`src/rtl/pio_pkg.sv`:
```
package pio_pkg;
  localparam int unsigned ADDR_W = 7;
  localparam int unsigned DATA_W = 32;

  // Register byte offsets (software-visible map)
  localparam logic [ADDR_W-1:0] OFS_MODE   = 7'h00;
  localparam logic [ADDR_W-1:0] OFS_DIR    = 7'h04;
  localparam logic [ADDR_W-1:0] OFS_DOUT   = 7'h08;
  localparam logic [ADDR_W-1:0] OFS_DIN    = 7'h0C;
  localparam logic [ADDR_W-1:0] OFS_STAT   = 7'h10;
  localparam logic [ADDR_W-1:0] OFS_ACK    = 7'h14;
  localparam logic [ADDR_W-1:0] OFS_MASK   = 7'h18;
  localparam logic [ADDR_W-1:0] OFS_UNMASK = 7'h1C;
  localparam logic [ADDR_W-1:0] OFS_POL    = 7'h20;
  localparam logic [ADDR_W-1:0] OFS_EDGE   = 7'h24;
  localparam logic [ADDR_W-1:0] OFS_BOTH   = 7'h4C;
  localparam logic [ADDR_W-1:0] OFS_INEN   = 7'h50;
endpackage

```
`src/rtl/pio_rst_sync.sv`:
```
module pio_rst_sync (
  input  logic clk,
  input  logic rst_n,
  output logic rst_sync_n
);
  logic [1:0] stage_q;

  always_ff @(posedge clk or negedge rst_n) begin
    if (!rst_n) stage_q <= 2'b00;
    else        stage_q <= {stage_q[0], 1'b1};
  end

  assign rst_sync_n = stage_q[1];
endmodule

```
`src/rtl/pio_sync.sv`:
```
module pio_sync #(
  parameter int unsigned W = 32
) (
  input  logic         clk,
  input  logic         rst_n,
  input  logic [W-1:0] d,
  output logic [W-1:0] q
);
  logic [W-1:0] meta_q;
  logic [W-1:0] sync_q;

  always_ff @(posedge clk or negedge rst_n) begin
    if (!rst_n) begin
      meta_q <= '0;
      sync_q <= '0;
    end else begin
      meta_q <= d;
      sync_q <= meta_q;
    end
  end

  assign q = sync_q;
endmodule

```
`src/rtl/pio_detect.sv`:
```
module pio_detect #(
  parameter int unsigned N = 32
) (
  input  logic         clk,
  input  logic         rst_n,
  input  logic [N-1:0] sync_in,
  input  logic [N-1:0] inen,
  input  logic [N-1:0] mode,
  input  logic [N-1:0] pol,
  input  logic [N-1:0] edge_sel,
  input  logic [N-1:0] both,
  input  logic [N-1:0] ack,
  output logic [N-1:0] status,
  output logic [N-1:0] lat_q
);
  for (genvar g = 0; g < N; g++) begin : g_pin
    logic prev_q;
    logic lat_r;
    logic lat_d;
    logic rise;
    logic fall;
    logic evt;

    always_comb begin
      rise  = sync_in[g] & ~prev_q;
      fall  = ~sync_in[g] & prev_q;
      evt   = inen[g] & mode[g] & edge_sel[g] &
              (both[g] ? (rise | fall) : (pol[g] ? fall : rise));
      lat_d = lat_r;
      if (ack[g]) lat_d = 1'b0;
      if (evt)    lat_d = 1'b1;
    end

    always_ff @(posedge clk or negedge rst_n) begin
      if (!rst_n) begin
        prev_q <= 1'b0;
        lat_r  <= 1'b0;
      end else begin
        prev_q <= sync_in[g];
        lat_r  <= lat_d;
      end
    end

    assign lat_q[g]  = lat_r;
    assign status[g] = mode[g] & inen[g] &
                       (edge_sel[g] ? lat_r : (sync_in[g] ^ pol[g]));
  end
endmodule

```
`src/rtl/pio_bank.sv`:
```
module pio_bank
  import pio_pkg::*;
#(
  parameter int unsigned NPINS         = 32,
  parameter bit          DIN_SHOWS_PIN = 1'b0
) (
  input  logic              clk,
  input  logic              rst_n,
  input  logic              bus_wr,
  input  logic [ADDR_W-1:0] bus_addr,
  input  logic [DATA_W-1:0] bus_wdata,
  output logic [DATA_W-1:0] bus_rdata,
  input  logic [NPINS-1:0]  pin_in,
  output logic [NPINS-1:0]  pin_out,
  output logic [NPINS-1:0]  pin_oe,
  output logic              irq
);
  logic srst_n;
  logic [NPINS-1:0] wr_v;
  logic [NPINS-1:0] mode_q, mode_d, dir_q, dir_d, dout_q, dout_d;
  logic [NPINS-1:0] pol_q, pol_d, edge_q, edge_d, both_q, both_d;
  logic [NPINS-1:0] inen_q, inen_d, mask_q, mask_d;
  logic [NPINS-1:0] ack_v, sync_v, qual_v, din_v, status, lat_q;
  logic [NPINS-1:0] rd_v;

  pio_rst_sync u_rst (.clk(clk), .rst_n(rst_n), .rst_sync_n(srst_n));

  pio_sync #(.W(NPINS)) u_sync (
    .clk(clk), .rst_n(srst_n), .d(pin_in), .q(sync_v)
  );

  assign wr_v  = bus_wdata[NPINS-1:0];
  assign ack_v = (bus_wr && bus_addr == OFS_ACK) ? wr_v : '0;

  // Next-state for configuration registers
  always_comb begin
    mode_d = mode_q;
    dir_d  = dir_q;
    dout_d = dout_q;
    pol_d  = pol_q;
    edge_d = edge_q;
    both_d = both_q;
    inen_d = inen_q;
    mask_d = mask_q;
    if (bus_wr) begin
      unique case (bus_addr)
        OFS_MODE:   mode_d = wr_v;
        OFS_DIR:    dir_d  = wr_v;
        OFS_DOUT:   dout_d = wr_v;
        OFS_POL:    pol_d  = wr_v;
        OFS_EDGE:   edge_d = wr_v;
        OFS_BOTH:   both_d = wr_v;
        OFS_INEN:   inen_d = wr_v;
        OFS_MASK:   mask_d = mask_q & wr_v;
        OFS_UNMASK: mask_d = mask_q | wr_v;
        default:    ;
      endcase
    end
  end

  always_ff @(posedge clk or negedge srst_n) begin
    if (!srst_n) begin
      mode_q <= '0;
      dir_q  <= '0;
      dout_q <= '0;
      pol_q  <= '0;
      edge_q <= '0;
      both_q <= '0;
      inen_q <= '0;
      mask_q <= '0;
    end else begin
      mode_q <= mode_d;
      dir_q  <= dir_d;
      dout_q <= dout_d;
      pol_q  <= pol_d;
      edge_q <= edge_d;
      both_q <= both_d;
      inen_q <= inen_d;
      mask_q <= mask_d;
    end
  end

  pio_detect #(.N(NPINS)) u_det (
    .clk(clk), .rst_n(srst_n), .sync_in(sync_v), .inen(inen_q),
    .mode(mode_q), .pol(pol_q), .edge_sel(edge_q), .both(both_q),
    .ack(ack_v), .status(status), .lat_q(lat_q)
  );

  assign qual_v = sync_v & inen_q;

  if (DIN_SHOWS_PIN) begin : g_din_pin
    assign din_v = qual_v;
  end else begin : g_din_mix
    assign din_v = (dir_q & dout_q) | (~dir_q & qual_v);
  end

  always_comb begin
    unique case (bus_addr)
      OFS_MODE:   rd_v = mode_q;
      OFS_DIR:    rd_v = dir_q;
      OFS_DOUT:   rd_v = dout_q;
      OFS_DIN:    rd_v = din_v;
      OFS_STAT:   rd_v = status;
      OFS_MASK:   rd_v = mask_q;
      OFS_POL:    rd_v = pol_q;
      OFS_EDGE:   rd_v = edge_q;
      OFS_BOTH:   rd_v = both_q;
      OFS_INEN:   rd_v = inen_q;
      default:    rd_v = '0;
    endcase
    bus_rdata = '0;
    bus_rdata[NPINS-1:0] = rd_v;
  end

  assign pin_out = dout_q;
  assign pin_oe  = dir_q & ~mode_q;
  assign irq     = |(status & mask_q);
endmodule

```
`config.mk`:
```
export PLATFORM = sky130hd
export DESIGN_NAME = pio_bank
export DESIGN_NICKNAME = d
export VERILOG_FILES = /design/src/rtl/pio_pkg.sv /design/src/rtl/pio_rst_sync.sv /design/src/rtl/pio_sync.sv /design/src/rtl/pio_detect.sv /design/src/rtl/pio_bank.sv
export SDC_FILE = /design/constraint.sdc
export NUM_CORES = 1
export LEC_CHECK = 0
export BUFFER_PORTS_ARGS = -buffer_cell sky130_fd_sc_hd__clkbuf_2
export CORE_ASPECT_RATIO = 1.75
export CORE_UTILIZATION = 40
export DETAILED_ROUTE_END_ITERATION = 16
export GPL_TIMING_DRIVEN = 0
export PLACE_DENSITY_LB_ADDON = 0.08
export SLEW_MARGIN = 0
export SYNTH_ARGS = -nofsm -noshare
export SYNTH_HDL_FRONTEND = slang
export SYNTH_SLANG_ARGS = --single-unit
export TNS_END_PERCENT = 5
```
`constraint.sdc`:
```
create_clock -name clk -period 17.61 [get_ports clk]
set_input_delay 2.6415 -clock clk [delete_from_list [all_inputs] [get_ports clk]]
set_output_delay 2.6415 -clock clk [all_outputs]
set_load 0.005 [all_outputs]
```
==> Yosys cells after proc, flatten, opt, wreduce, memory -nomap -nowiden <==
Index checks and enable logic that the tools add are counted.
{ "classes": {"shifts": 0, "n_reduce_logical": 44, "bitwise_logic": 330, "add_sub_neg": 0, "n_mux": 163, "mul": 0, "order_cmp": 0, "eq_ne": 11, "n_div": 0} }
{ "ops": {"columns": ["operator", "n"], "rows": [
  ["one-hot mux 32 bit (10 select lines)", 1],
  ["AND 1 bit", 192],
  ["AND 32 bit", 6],
  ["2-to-1 mux 1 bit", 160],
  ["nonzero test 2 bit", 33],
  ["NOT 1 bit", 64],
  ["NOT 32 bit", 2],
  ["bitwise OR 32 bit", 2],
  ["one-hot mux 32 bit (2 select lines)", 1],
  ["2-to-1 mux 32 bit", 1],
  ["bitwise OR 1 bit", 32],
  ["OR reduction 32 bit", 1],
  ["bitwise XOR 1 bit", 32],
  ["== test 7 x 5 -> 1 bit, second input constant", 4],
  ["AND reduction 2 bit", 8],
  ["== test 7 x 4 -> 1 bit, second input constant", 2],
  ["== test 7 x 6 -> 1 bit, second input constant", 2],
  ["== test 7 bit, second input constant", 2],
  ["== test 7 x 3 -> 1 bit, second input constant", 1],
  ["logical NOT 7 bit", 1],
  ["logical AND 1 bit", 1]
]} }
{ "word_totals": {"out_inout_bits": 97, "latchBits": 0, "regBits": 386, "input_bits": 74, "mem_bits_ro": 0, "mem_bits_rw": 0, "mem_count": 0} }

==> Depth between registers and ports, before layout <==
Gate-level depths: netlist of the first run.
{ "depth": {"depth_word": 6, "ltp_mapped": 9, "depth_no_buf": 7} }

==> Cells and area by module <==
Synthesis of the first run repeated with hierarchy kept, for this count alone.
{ "unflattened": {"hier_cells": 1792, "area_unflattened_um2": 19528.7} }
{ "modules_own_cells": {"columns": ["mod", "seq_area_each_um2", "area_each_um2", "n_inst", "cells_each"], "rows": [
  ["pio_bank", 6406.1, 13148.9, 1, 1181],
  ["pio_detect", 1601.5, 4724.5, 1, 544],
  ["pio_sync", 1601.5, 1601.5, 1, 64],
  ["pio_rst_sync", 50.0, 53.8, 1, 3]
]} }

==> Least setup slack after synthesis of the first run <==
OpenSTA, ideal clock, no wires.
{ "synth_path": {"path_kind": "input port to output port", "from": "in bus_addr[2]", "to": "out bus_rdata[15]", "path_stages": 8, "setup_slack_ns": 10.862, "t_arrival_ns": 4.107, "n_path_buf": 3, "t_required_ns": 14.969, "path_cell_list": "buf_4 -> nor4bb_4 -> and3_1 -> buf_2 -> clkbuf_1 -> a222oi_1 -> nand2_1 -> or2_2"} }
{ "synth_between": {"elab_chain_cells": 2, "elab_cells_between_ends": 11, "classes_between": "eq/ne (9); mux (1); reduce/logical (1)"} }
{ "synth_rtl": {"columns": ["element", "line", "text"], "rows": [
  ["start: declaration", "pio_bank.sv:10", "input logic [ADDR_W-1:0] bus_addr,"],
  ["== test 7 bit (tied with other cells)", "pio_bank.sv:98", "unique case (bus_addr)"],
  ["one-hot mux 32 bit (10 select lines) *", "pio_bank.sv:98", null],
  ["end: declaration", "pio_bank.sv:12", "output logic [DATA_W-1:0] bus_rdata,"]
]} }
Mark *: on every way between the ends. The rest lies on a longest branch, timed or not.

==> Final worst setup path of the first run <==
{ "layout_path": {"from": "in bus_addr[2]", "to": "out bus_rdata[3]"} }
Same word-level chain as after synthesis.

==> impl_metrics.tcl, run 1 <==
set metrics [dict create \
    nets 2025 \
    drcViolationCount 0 \
    drt-initial-drc-count 1096 \
    syn_to_final_growth_pct 15.4 \
    ff2ff_setup_slack_ns 15.50 \
    start_util_pct 40.7 \
    synth_async_sr_flop_share_pct 100 \
    grt_start_max_net_pins 68 \
    dieHeight_um 291 \
    htree_levels 2 \
    critPathTopFamily "buffers and inverters" \
    antenna_found_initial 5 \
    num_rows 105 \
    fin_crit_sh_pct 47.7 \
    cts_tree "yes" \
    cts_hold_repair.buffers 0 \
    status "completed" \
    hp-class "reg -> async" \
    synth_edf_count 0 \
    ant_nets 0 \
    synth_top_flop_cell "dfrtp_1" \
    hpwlAfterDp_um 45300 \
    drive_gt1_share_pct 25.8 \
    worstReg2RegEnd "pin_out[13]$_DFFE_PN0P_" \
    worst_pin_slew_ns 1.16 \
    rsz0062_at_grt "false" \
    cts_made_buffers 41 \
    fin_crit_ns 8.40 \
    crit_buf_inv 5 \
    skew_ns 0.0113 \
    synth_area_leader_cell "dfrtp_1" \
    ys_types 60 \
    cts_root_buf "clkbuf_16" \
    seq_area_frac_synth_pct 50.4 \
    synth_top_area_share_pct 50.4 \
    syn_avg_cell_area_um2 11.2 \
    grt_pass1_wl_um 98600 \
    synth_fp_nets 1843 \
    p_total_uw 2100 \
    end_kind "output port" \
    met3_usage_pct 4.68 \
    critical_path_required_ns 14.97 \
    grtUsageTotal_pct 27.3 \
    busiest_layer "met2" \
    vias 14700 \
    reg2reg_from "u_rst.stage_q[1]$_DFF_PN0_" \
    clk_pin_slew_ns 0.06 \
    cts_max_path_buffers 3 \
    drv_slew 0 \
    cpMaxStageDelayCell "nor4bb_4" \
    dieWidth_um 167 \
    critPathLaunch "bus_addr[2]" \
    slew_headroom_pct 22.8 \
    crit_type "in -> out" \
    routed_wl_um 65800 \
    clock-sinks 386 \
    setup_tns_ns 0 \
    grt_use_met1_pct 31.6 \
    path_cells "clkbuf_2 -> buf_4 -> nor4bb_4 -> buf_2 -> nand2_1 -> clkbuf_1 -> nor3_1 -> o21ai_0 -> nand3_1 -> clkbuf_2" \
    fillers 4470 \
    leakage_uw 0.0107 \
    io_buffer_count 133 \
    cts_resized 0 \
    drv_cap 0 \
    max_stage_delay_ns 0.58 \
    core_um2 47000 \
    io_pins 171 \
    gp_congestion 0.878 \
    syn-cell-area_um2 19200 \
    ir_worst_vdd_mv 0.0743 \
    grtUsageMet2_pct 48.1 \
    timing.fmax_mhz 119 \
    worstRegToRegCells 4 \
    critPathArrivalTime_ns 5.76 \
    routedWlPerCell_um 26.2 \
    synthCells 1705 \
    ys_top_cells_by_area "dfrtp_1 50%, mux2_2 11%, ha_1 4.2%, nand2_1 2.7%, mux2_4 2.4%" \
    hold_viol 0 \
    synth_warnings 0 \
    finalSetupViolations 0 \
    first_global_vias 15200 \
    final_cell_mix "385 x dfrtp_1, 192 x mux2_2, 136 x nand2_1" \
    cp-start-kind "input port" \
    post_cts_buffers 0 \
    clock_latency_ns 0.56 \
    viasPerCell 5.88 \
    overflow 0 \
    layout.cells.most_common "dfrtp_1" \
    cellPowerDensity_nw_per_um2 95.0 \
    cpMostUsedCell "clkbuf_2" \
    ys_ff_latch 386 \
    path_max_fanout 10 \
    dieArea_um2 48800 \
    drtPass1Iterations 8 \
]
-- power breakdown --
group / leakage [uW] / internal [uW] / switching (uW)
logic: 0.00499 / 86.2 / 98.0
clock network: 0.000677 / 514 / 379
registers: 0.00502 / 949 / 74.2
total: 0.0107 / 1550 / 551
-- per-layer routing --
metal / up-vias / part of all wire [%] / wire length (um)
met4: 6 / 5.2 / 3430
li1: 6522 / - / -
met5: - / 0.062 / 41
met1: 7481 / 38 / 25200
met3: 172 / 5.7 / 3750
met2: 567 / 51 / 33400
-- registers in the layout (all words and copies together), names as in the netlist --
| signal | flops |
|---|---|
| mode_q | 32 |
| inen_q | 32 |
| mask_q | 32 |
| u_sync.meta_q | 32 |
| u_rst.stage_q | 2 |
| u_det.g_pin.lat_r | 32 |
| dir_q | 32 |
| both_q | 32 |
| pin_out | 32 |
| u_sync.q | 32 |
| u_det.g_pin.prev_q | 32 |
| pol_q | 32 |
| edge_q | 32 |
-- cells by family after synthesis --
group,Yosys count,synth area share [%]
adders and majority gates,64,4.18
AOI/OAI and AO/OA,358,13.3
and+or+nand+nor,435,11.7
DFF,386,50.4
buffers and inverters,189,4.16
xor gates and xnor gates,32,1.46
muxes,240,14.7
other,1,0.0196
-- cell usage after synthesis, types with 6 or more instances --
master and count:
ha_1 64, a32o_1 20, o2111ai_1 25, nor3_1 14, a32oi_1 8, nand2b_1 36, o211ai_1 17, nand3_1 21
a21oi_1 81, mux2_2 192, a221oi_1 12, clkbuf_1 59, mux2_1 15, nand2_1 136, and4b_1 6, o21ai_0 37
o22a_1 6, and2_1 23, mux2_4 30, a22oi_1 48, nor2_1 81, a222oi_1 25, nand4_1 16, o22ai_1 27
dfrtp_1 386, or2_1 6, nor2b_1 64, a211oi_1 32, inv_1 80, buf_2 39, xor2_1 32, or2_2 6
-- area by class of cell --
class | instances | area, um^2 | share of cell area [%]
inverter | 80 | 300 | 1.36
multi-input combinational | 1130 | 8700 | 39.4
antenna | 2 | 5.00 | 0.0227
timing repair buffer | 139 | 831 | 3.76
buffer | 109 | 495 | 2.24
tap | 588 | 736 | 3.33
clock buffer | 64 | 1270 | 5.77
sequential | 386 | 9660 | 43.7
clock inverter | 12 | 93.8 | 0.425
-- per-stage QoR --
| step | hold WS [ns] | instance area, um^2 | setup slack [ns] | instances | utilization [%] |
|---|---|---|---|---|---|
| after global placement | 0.334 | 20600 | 1.09 | 2426 | 43.7 |
| after detailed placement | 0.335 | 20700 | 9.26 | 2432 | 44.1 |
| after global routing | 0.351 | 22100 | 9.13 | 2509 | 47.0 |
| after CTS | 0.348 | 22100 | 9.25 | 2508 | 47.0 |
| after floorplan | 0.331 | 19200 | 6.06 | 1705 | - |
| final | 0.335 | 22100 | 9.21 | 2510 | 47.0 |
-- worst max-delay path by stage --
| stage | endpoint | cells after the start |
|---|---|---|
| finish | bus_rdata[3] | 10 |
| global route | bus_rdata[3] | 10 |
| CTS | bus_rdata[3] | 10 |
| detailed placement | bus_rdata[3] | 10 |
| global placement | u_sync.meta_q[16]$_DFF_PN0_ | 0 |
| floorplan | both_q[0]$_DFFE_PN0P_ | 0 |
No activity file was read; power rests on OpenSTA's default activity.
==> inputs of run 2 (changes only) <==
- clock period: 17.61 -> 6.8 ns (I/O delays scaled with it)
==> run 2 against run 1 <==
Compared with the run above: first-iteration DRC count is 6.2% higher; total power grew to 2.6 times the previous value; clock-buffer cell count shrank 2; largest power group unchanged; critical path depth stayed put; sequential share of layout area up 0.099 points; register-to-register slack worse by 10 ns; global-route usage decreased by 0.13 points; worst hold slack got worse by 0.11 ns; sequential power grew to 2.6 times the previous value; final area shrank 0.23%; combinational power rose to 2.6 times the previous value.
==> impl_metrics.tcl, run 2 (synthesis gave the netlist of run 1 again) <==
set metrics [dict create \
    status "completed" \
    final_cell_mix "385 x dfrtp_1, 192 x mux2_2, 136 x nand2_1" \
    core_um2 47000 \
    fin_crit_sh_pct 76.0 \
    holdWs_ns 0.230 \
    viasPerCell 5.86 \
    grt_start_max_net_pins 69 \
    overflow 0 \
    hp-class "in -> async" \
    cts_resized 0 \
    crit_buf_inv 5 \
    crit_type "in -> out" \
    io_buffer_count 133 \
    clock-sinks 386 \
    hpwlAfterDp_um 45100 \
    cp-start-kind "input port" \
    finalSetupViolations 0 \
    max_stage_delay_ns 0.58 \
    start_util_pct 40.7 \
    setup_tns_ns 0 \
    syn_to_final_growth_pct 15.1 \
    antenna_found_initial 3 \
    path_cells "clkbuf_2 -> buf_4 -> nor4bb_4 -> buf_2 -> nand2_1 -> clkbuf_1 -> nor3_1 -> o21ai_0 -> nand3_1 -> clkbuf_2" \
    gp_congestion 0.877 \
    grtUsageTotal_pct 27.2 \
    dieArea_um2 48800 \
    drv_cap 0 \
    grt_pass1_wl_um 98000 \
    dieWidth_um 167 \
    num_rows 105 \
    worst_pin_slew_ns 1.19 \
    clock_latency_ns 0.56 \
    timing.fmax_mhz 193 \
    slew_headroom_pct 20.6 \
    skew_ns 0.0185 \
    cts_tree "yes" \
    critical_path_required_ns 5.78 \
    drt-initial-drc-count 1164 \
    cpMostUsedCell "clkbuf_2" \
    routedWlPerCell_um 26.1 \
    fin_crit_ns 5.17 \
    drtPass1Iterations 6 \
    ir_worst_vdd_mv 0.175 \
    cts_hold_repair.buffers 0 \
    cellPowerDensity_nw_per_um2 244 \
    layout.cells.most_common "dfrtp_1" \
    critPathArrivalTime_ns 4.15 \
    drv_slew 0 \
    nets 2025 \
    p_total_uw 5380 \
    first_global_vias 15100 \
    clk_pin_slew_ns 0.06 \
    end_kind "output port" \
    cts_max_path_buffers 3 \
    cpMaxStageDelayCell "nor4bb_4" \
    post_cts_buffers 0 \
    dieHeight_um 291 \
    leakage_uw 0.0107 \
    rsz0062_at_grt "false" \
    drcViolationCount 0 \
    ant_nets 0 \
    io_pins 171 \
    hold_viol 0 \
    critPathTopFamily "buffers and inverters" \
    routed_wl_um 65500 \
    drive_gt1_share_pct 25.5 \
    path_max_fanout 10 \
    cts_made_buffers 41 \
    vias 14700 \
    cts_root_buf "clkbuf_16" \
    htree_levels 2 \
]
## run 2: changes by cell type in the layout (fill, tap and decap cells not counted), sizes merged
cell      delta
bufinv       +1
clkinvlp     -1
clkbuf       -2
clkinv       +1
## run 2: power breakdown
part	total, uW	switching [uW]	internal (uW)
sequential	2650	192	2460
clock	2260	963	1290
combinational	477	253	223
## run 2: worst paths after layout
check	start	endpoint	slack, ns	cells past startpoint
hold reg to reg	u_rst.stage_q[1]$_DFF_PN0_	edge_q[5]$_DFFE_PN0P_	0.34	0
setup reg to reg	u_rst.stage_q[1]$_DFF_PN0_	both_q[11]$_DFFE_PN0P_	5.02	3
max in group asynchronous	u_rst.stage_q[1]$_DFF_PN0_	both_q[11]$_DFFE_PN0P_	5.02	3
hold / removal	rst_n	u_rst.stage_q[0]$_DFF_PN0_	0.23	1
min in group clk	u_sync.meta_q[6]$_DFF_PN0_	u_sync.q[6]$_DFF_PN0_	0.35	0
setup / recovery	bus_addr[2]	bus_rdata[31]	1.63	10
## run 2: cell type report
class                           count  area [um^2]
Clock buffer                       62         1200
Buffer                            109          495
Antenna cell                        2         5.00
Fill cell                        4483        25000
Timing Repair Buffer              139          831
Clock inverter                     13          121
Multi-Input combinational cell   1130         8700
Inverter                           80          300
Sequential cell                   386         9660
Tap cell                          588          736
## run 2: through the flow
| stage | utilization (%) | area (um^2) | setup WS (ns) | std cells |
|---|---|---|---|---|
| final | 46.9 | 22000 | 1.63 | 2509 |
| after global routing | 46.9 | 22000 | 1.60 | 2509 |
| after CTS | 46.9 | 22000 | 1.71 | 2507 |
| after detailed placement | 44.1 | 20700 | 1.71 | 2432 |
| after global placement | 43.7 | 20600 | -2.22 | 2426 |
| after floorplan | - | 19200 | 0.499 | 1705 |
## run 2: per-layer routing
layer	track usage, %	wire length, um	part of all wire, %
met1	32.6	25400	39
met2	47.2	32900	50
met4	13.9	3420	5.2
met3	3.92	3740	5.7
met5	0	12	0.018
